<file path="src/rtl/xbus_pkg.sv">
package xbus_pkg;
   typedef enum logic [2:0] {
      SL_IDLE     = 3'd0,
      SL_CODE_EXT = 3'd1,
      SL_CODE_INT = 3'd2,
      SL_DATA_A   = 3'd3,
      SL_DATA_B   = 3'd4
   } slot_e;
endpackage

</file>
<file path="src/rtl/xbus_phase_ctr.sv">
module xbus_phase_ctr #(
   parameter int SLOT_CLKS = 6,
   parameter int PH_W      = $clog2(SLOT_CLKS)
) (
   input  logic            clk,
   input  logic            rst,
   output logic [PH_W-1:0] phase,
   output logic            slot_end
);
   localparam logic [PH_W-1:0] LAST_PH = PH_W'(SLOT_CLKS - 1);

   assign slot_end = (phase == LAST_PH);

   always_ff @(posedge clk or posedge rst) begin
      if (rst)           phase <= '0;
      else if (slot_end) phase <= '0;
      else               phase <= phase + 1'b1;
   end
endmodule

</file>
<file path="src/rtl/xbus_slot_ctrl.sv">
module xbus_slot_ctrl
   import xbus_pkg::*;
#(
   parameter int ADDR_W         = 16,
   parameter int DATA_W         = 8,
   parameter int INT_CODE_BYTES = 16384
) (
   input  logic              clk,
   input  logic              rst,
   input  logic              slot_end,
   input  logic              ea_n,
   input  logic              req_code,
   input  logic              req_xrd,
   input  logic              req_xwr,
   input  logic [ADDR_W-1:0] req_addr,
   input  logic [DATA_W-1:0] req_wdata,
   output logic              req_take,
   output slot_e             kind,
   output logic              is_wr,
   output logic [ADDR_W-1:0] addr_q,
   output logic [DATA_W-1:0] wdata_q
);
   logic code_ext;
   logic any_req;

   generate
      if (INT_CODE_BYTES == 0) begin : g_no_rom
         assign code_ext = 1'b1;
      end else begin : g_rom
         localparam logic [ADDR_W:0] ROM_LIM = (ADDR_W+1)'(INT_CODE_BYTES);
         assign code_ext = !ea_n || ({1'b0, req_addr} >= ROM_LIM);
      end
   endgenerate

   assign any_req  = req_code | req_xrd | req_xwr;
   assign req_take = slot_end && (kind != SL_DATA_A) && any_req;

   always_ff @(posedge clk or posedge rst) begin
      if (rst) begin
         kind    <= SL_IDLE;
         is_wr   <= 1'b0;
         addr_q  <= '0;
         wdata_q <= '0;
      end else if (slot_end) begin
         if (kind == SL_DATA_A) begin
            kind <= SL_DATA_B;
         end else if (req_xrd || req_xwr) begin
            kind    <= SL_DATA_A;
            is_wr   <= !req_xrd;
            addr_q  <= req_addr;
            wdata_q <= req_wdata;
         end else if (req_code) begin
            kind   <= code_ext ? SL_CODE_EXT : SL_CODE_INT;
            is_wr  <= 1'b0;
            addr_q <= req_addr;
         end else begin
            kind <= SL_IDLE;
         end
      end
   end
endmodule

</file>
<file path="src/rtl/xbus_pad_decode.sv">
module xbus_pad_decode
   import xbus_pkg::*;
#(
   parameter int ADDR_W    = 16,
   parameter int DATA_W    = 8,
   parameter int SLOT_CLKS = 6,
   parameter int ALE_CLKS  = 2,
   parameter int ADDR_HOLD = 1,
   parameter int PH_W      = $clog2(SLOT_CLKS)
) (
   input  logic              rst,
   input  logic [PH_W-1:0]   phase,
   input  slot_e             kind,
   input  logic              is_wr,
   input  logic [ADDR_W-1:0] addr_q,
   input  logic [DATA_W-1:0] wdata_q,
   output logic [DATA_W-1:0] p0_do,
   output logic              p0_oe,
   output logic [DATA_W-1:0] p2_do,
   output logic              p2_oe,
   output logic              ale_o,
   output logic              ale_oe,
   output logic              psen_n_o,
   output logic              psen_oe,
   output logic              rd_n,
   output logic              wr_n
);
   localparam logic [PH_W-1:0] ALE_END = PH_W'(ALE_CLKS);
   localparam logic [PH_W-1:0] DATA_PH = PH_W'(ALE_CLKS + ADDR_HOLD);
   localparam logic [PH_W-1:0] STRB_PH = PH_W'(ALE_CLKS + ADDR_HOLD + 1);

   logic ext_addr, addr_win, data_win, strb_win, on_bus;

   assign on_bus   = (kind == SL_CODE_EXT) || (kind == SL_DATA_A) || (kind == SL_DATA_B);
   assign ext_addr = (kind == SL_CODE_EXT) || (kind == SL_DATA_A);
   assign addr_win = ext_addr && (phase < DATA_PH);
   assign data_win = ((kind == SL_DATA_A) && (phase >= DATA_PH)) || (kind == SL_DATA_B);
   assign strb_win = ((kind == SL_DATA_A) && (phase >= STRB_PH)) || (kind == SL_DATA_B);

   always_comb begin
      ale_oe   = !rst;
      psen_oe  = !rst;
      ale_o    = (phase < ALE_END) && (kind != SL_DATA_B);
      psen_n_o = !((kind == SL_CODE_EXT) && (phase >= DATA_PH));
      rd_n     = !(strb_win && !is_wr);
      wr_n     = !(strb_win && is_wr);
      p2_oe    = on_bus;
      p2_do    = addr_q[ADDR_W-1 -: DATA_W];
      p0_oe    = addr_win || (data_win && is_wr);
      p0_do    = addr_win ? addr_q[DATA_W-1:0] : wdata_q;
   end
endmodule

</file>
<file path="src/rtl/xbus_capture.sv">
module xbus_capture
   import xbus_pkg::*;
#(
   parameter int DATA_W = 8
) (
   input  logic              clk,
   input  logic              rst,
   input  logic              slot_end,
   input  slot_e             kind,
   input  logic              is_wr,
   input  logic [DATA_W-1:0] p0_di,
   output logic [DATA_W-1:0] rd_data,
   output logic              rd_valid
);
   logic cap;

   assign cap = slot_end && ((kind == SL_CODE_EXT) || ((kind == SL_DATA_B) && !is_wr));

   always_ff @(posedge clk or posedge rst) begin
      if (rst) begin
         rd_data  <= '0;
         rd_valid <= 1'b0;
      end else begin
         rd_valid <= cap;
         if (cap) rd_data <= p0_di;
      end
   end
endmodule

</file>
<file path="src/rtl/xbus_seq.sv">
module xbus_seq
   import xbus_pkg::*;
#(
   parameter int ADDR_W         = 16,
   parameter int DATA_W         = 8,
   parameter int SLOT_CLKS      = 6,
   parameter int ALE_CLKS       = 2,
   parameter int ADDR_HOLD      = 1,
   parameter int INT_CODE_BYTES = 16384
) (
   input  logic              clk,
   input  logic              rst,
   input  logic              ea_n,
   input  logic              req_code,
   input  logic              req_xrd,
   input  logic              req_xwr,
   input  logic [ADDR_W-1:0] req_addr,
   input  logic [DATA_W-1:0] req_wdata,
   output logic              req_take,
   output logic [DATA_W-1:0] rd_data,
   output logic              rd_valid,
   input  logic [DATA_W-1:0] p0_di,
   output logic [DATA_W-1:0] p0_do,
   output logic              p0_oe,
   output logic [DATA_W-1:0] p2_do,
   output logic              p2_oe,
   output logic              ale_o,
   output logic              ale_oe,
   output logic              psen_n_o,
   output logic              psen_oe,
   output logic              rd_n,
   output logic              wr_n
);
   localparam int PH_W = $clog2(SLOT_CLKS);

   generate
      if (ADDR_W != 2 * DATA_W) begin : g_bad_width
         $error("xbus_seq: ADDR_W must be twice DATA_W");
      end
      if (SLOT_CLKS < ALE_CLKS + ADDR_HOLD + 2) begin : g_bad_slot
         $error("xbus_seq: slot too short for strobe, hold and access");
      end
      if (ALE_CLKS < 1 || ADDR_HOLD < 1) begin : g_bad_ale
         $error("xbus_seq: ALE_CLKS and ADDR_HOLD must be at least 1");
      end
      if (INT_CODE_BYTES < 0 || INT_CODE_BYTES > (1 << ADDR_W)) begin : g_bad_rom
         $error("xbus_seq: INT_CODE_BYTES outside the address space");
      end
   endgenerate

   logic [PH_W-1:0]   phase;
   logic              slot_end;
   slot_e             kind;
   logic              is_wr;
   logic [ADDR_W-1:0] addr_q;
   logic [DATA_W-1:0] wdata_q;

   xbus_phase_ctr #(.SLOT_CLKS(SLOT_CLKS), .PH_W(PH_W)) u_phase (
      .clk(clk), .rst(rst), .phase(phase), .slot_end(slot_end)
   );

   xbus_slot_ctrl #(
      .ADDR_W(ADDR_W), .DATA_W(DATA_W), .INT_CODE_BYTES(INT_CODE_BYTES)
   ) u_ctrl (
      .clk(clk), .rst(rst), .slot_end(slot_end), .ea_n(ea_n),
      .req_code(req_code), .req_xrd(req_xrd), .req_xwr(req_xwr),
      .req_addr(req_addr), .req_wdata(req_wdata), .req_take(req_take),
      .kind(kind), .is_wr(is_wr), .addr_q(addr_q), .wdata_q(wdata_q)
   );

   xbus_pad_decode #(
      .ADDR_W(ADDR_W), .DATA_W(DATA_W), .SLOT_CLKS(SLOT_CLKS),
      .ALE_CLKS(ALE_CLKS), .ADDR_HOLD(ADDR_HOLD), .PH_W(PH_W)
   ) u_pads (
      .rst(rst), .phase(phase), .kind(kind), .is_wr(is_wr),
      .addr_q(addr_q), .wdata_q(wdata_q),
      .p0_do(p0_do), .p0_oe(p0_oe), .p2_do(p2_do), .p2_oe(p2_oe),
      .ale_o(ale_o), .ale_oe(ale_oe), .psen_n_o(psen_n_o), .psen_oe(psen_oe),
      .rd_n(rd_n), .wr_n(wr_n)
   );

   xbus_capture #(.DATA_W(DATA_W)) u_cap (
      .clk(clk), .rst(rst), .slot_end(slot_end), .kind(kind), .is_wr(is_wr),
      .p0_di(p0_di), .rd_data(rd_data), .rd_valid(rd_valid)
   );
endmodule

</file>
<file path="config.mk">
export PLATFORM = sky130hd
export DESIGN_NAME = xbus_seq
export DESIGN_NICKNAME = d
export VERILOG_FILES = /design/src/rtl/xbus_pkg.sv /design/src/rtl/xbus_phase_ctr.sv /design/src/rtl/xbus_slot_ctrl.sv /design/src/rtl/xbus_pad_decode.sv /design/src/rtl/xbus_capture.sv /design/src/rtl/xbus_seq.sv
export SDC_FILE = /design/constraint.sdc
export NUM_CORES = 1
export LEC_CHECK = 0
export CORE_ASPECT_RATIO = 1.2
export CORE_MARGIN = 2
export CORE_UTILIZATION = 44
export DETAILED_ROUTE_END_ITERATION = 10
export GPL_TIMING_DRIVEN = 1
export PLACE_DENSITY = 0.89
export SLEW_MARGIN = 5
export SYNTH_ARGS = -nofsm -noshare
export SYNTH_HDL_FRONTEND = slang
export SYNTH_HIERARCHICAL = 1
export SYNTH_SLANG_ARGS = --single-unit
export TNS_END_PERCENT = 20
</file>
<file path="constraint.sdc">
create_clock -name clk -period 2 [get_ports clk]
set_input_delay 0.4 -clock clk [delete_from_list [all_inputs] [get_ports clk]]
set_output_delay 0.4 -clock clk [all_outputs]
set_load 0.05 [all_outputs]
</file>
==> impl_metrics.json, run 1 <==
{
  "status": "completed",
  "drv_slew": 0,
  "r2r_slack_ps": 240,
  "drt_wl_total_um": 4280,
  "yosys-top-cells-area": "dfrtp_1, mux2_2, mux2_4",
  "grt_pass1_wl_um": 7080,
  "initial_core_util": 0.461,
  "ant_nets": 0,
  "grt_max_degree": 29,
  "die_area_sq_mm": 0.00505,
  "p_int_mw": 1.84,
  "cts_buffer_depth": 2,
  "cts-root-buf": "clkbuf_8",
  "gr-total-overflow": 0,
  "path_clk_slew_ps": 70,
  "instances_no_fill": 293,
  "syn_to_final_growth_pct": 52.3,
  "p_per_area_mw_per_mm2": 965,
  "required_ps": 1600,
  "cts_tree": "done",
  "fp.dieW_um": 65.2,
  "fin_crit_ps": 1990,
  "num_rows": 26,
  "ctsHtreeMaxLevel": 2,
  "fin_crit_sh": 0.995,
  "switchingPower_mw": 1.07,
  "path_cells": "a21oi_4, nand2_2, mux2_2, buf_12",
  "clock_sinks": 40,
  "slew_headroom": 0.652,
  "drc_errors": 0,
  "clkPwrFrac": 0.187,
  "fill_cells": 325,
  "synth.cell_area_sq_mm": 0.00198,
  "core_sq_mm": 0.00429,
  "crit_slowest_cell": "dfrtp_1",
  "comb_power_share": 0.456,
  "hold_buffers": 0,
  "avgSynthCellArea_sq_um": 12.8,
  "vias": 1485,
  "crit_family": "flip-flops",
  "synthFlopType": "dfrtp_1",
  "synth.ff_latch_count": 40,
  "die_h_um": 77.5,
  "viasPerCell": 5.07,
  "peakVddDrop_uv": 690,
  "place_inst": 281,
  "gp_congestion": 0.764,
  "dp_hpwl_um": 3250,
  "firstDrtPassIters": 4,
  "setup_viol": 0,
  "rsz0062_at_grt": "yes",
  "power_mw": 2.91,
  "final_common_cell": "clkdlybuf4s50_1",
  "clock_latency_ps": 280,
  "max_freq_mhz": 502,
  "yosysSeqAreaShare": 0.506,
  "synth.distinct_cells": 36,
  "cap_violations": 0,
  "final-seq-area_sq_mm": 0.00100,
  "synth_top_area_share": 0.506,
  "nets": 274,
  "holdWs_ps": 379,
  "netlist_instances": 155,
  "critPathMaxStageDelay_ps": 470,
  "drt-initial-drc-count": 61,
  "path_buf_inv": 1,
  "grt_pass1_vias": 1544,
  "reg2reg_from": "u_phase/phase[1]",
  "hold_viol_final": 0,
  "tightest_slew_ps": 521,
  "cp-end-kind": "primary output",
  "async_flop_share": 1.00,
  "pwr-share-seq": 0.357,
  "syn_nets": 193,
  "mostFrequentLayoutCells": "clkdlybuf4s50_1, dfrtp_1, mux2_2",
  "critical_path_class": "reg2out",
  "antenna_cells": 0,
  "start_kind": "flip-flop",
  "hold_path.class": "in2async",
  "path_max_fanout": 6,
  "pin_count": 72,
  "p_sw_frac": 0.367,
  "io_buffers": 71,
  "avgRoutedWirePerCell_um": 14.6,
  "p_leak_nw": 1.31,
  "grtUsageTotal": 0.181,
  "synth_edf_count": 0,
  "multi_input_area_sq_um": 883,
  "synth_top_area_cell": "dfrtp_1",
  "yosysWarnings": 6,
  "r2r_cells": 6,
  "fin_worst_skew_ps": 2.05,
  "reg2reg_to": "u_cap/rd_data[4]",
  "drive_gt1_frac": 0.405,
  "grt_antenna_before_repair": 0,
  "cts_buffers": 5,
  "critical_path_arrival_ps": 1590
}
==> registers in the layout (all words and copies together), names as in the netlist <==
register	cells
u_cap/rd_data	8
u_ctrl/is_wr	1
u_ctrl/kind	3
u_phase/phase	3
u_ctrl/addr_q	16
u_cap/rd_valid	1
u_ctrl/wdata_q	8
==> cells by family (layout without fill, tap and decap cells) <==
group,after synthesis,count (layout),synth area share
buf+inv,22,103,0.0664
mux,37,37,0.220
compound gates,24,24,0.0980
simple gates,32,33,0.109
flops,40,40,0.506
==> synth_stat cells (all sizes together) (3+ instances only) <==
master  instances
a221oi          3
buf            11
dfrtp          40
inv            11
mux2           37
nand2           4
nand2b          3
nor2            5
nor2b           3
o21ai           5
o22ai           5
o31ai           3
or2             4
or2b            5
==> through the flow <==
step	TNS, ps	area (sq um)	utilization	setup slack, ps
after floorplan	-150	1980	-	-150
after global placement	0	2860	0.665	3.07
after detailed placement	-35.2	2860	0.665	-13.7
after CTS	-30.6	2960	0.689	-26.5
after global routing	-468	3010	0.702	-61.8
final	0	3010	0.702	9.01
==> power by group through the flow <==
stage / clock [mW] / combinational (mW) / sequential (mW)
after global placement: 0 / 1.30 / 1.05
after detailed placement: 0 / 1.31 / 1.05
final: 0.544 / 1.33 / 1.04
after floorplan: 0 / 0.604 / 1.24
after global routing: 0.606 / 1.38 / 1.06
after CTS: 0.558 / 1.32 / 1.04
==> how the worst max path moves through the flow <==
stage / from / endpoint / cells past startpoint
after detailed placement: req_xwr / u_ctrl/addr_q[10] / 5
final: u_phase/phase[0] / p0_do[0] / 4
after CTS: u_ctrl/kind[1] / p0_oe / 5
after global placement: req_xwr / req_take / 5
after floorplan: u_ctrl/kind[2] / p0_oe / 3
after global routing: u_ctrl/kind[0] / p0_do[1] / 4
==> routing by layer <==
layer	vias to the layer above	routed length, um	GRT usage
li1	701	-	-
met2	44	2410	0.323
met4	0	53	0.0604
met3	6	198	0.0478
met5	-	0	0
met1	734	1620	0.205
==> area by class of cell <==
cell class	count	area share
multi-input cells	94	0.293
clock buffers	7	0.0287
inverters	11	0.0137
flip-flops and latches	40	0.333
well taps	56	0.0233
clock inverters	1	0.00249
repair buffers	84	0.305
==> timing repair <==
item	4_1_cts	5_1_grt
endpoints found under the setup margin	3	13
cloned	0	1
gates resized for setup	2	8
buffers inserted	0	3
pin swaps	0	3
(Power assumes the default switching activity.)
==> inputs of run 2 (changes only) <==
TNS_END_PERCENT = 10   (was 20)
==> results of run 2 <==
The final DEF is identical to that of run 1; final timing and power are the same.
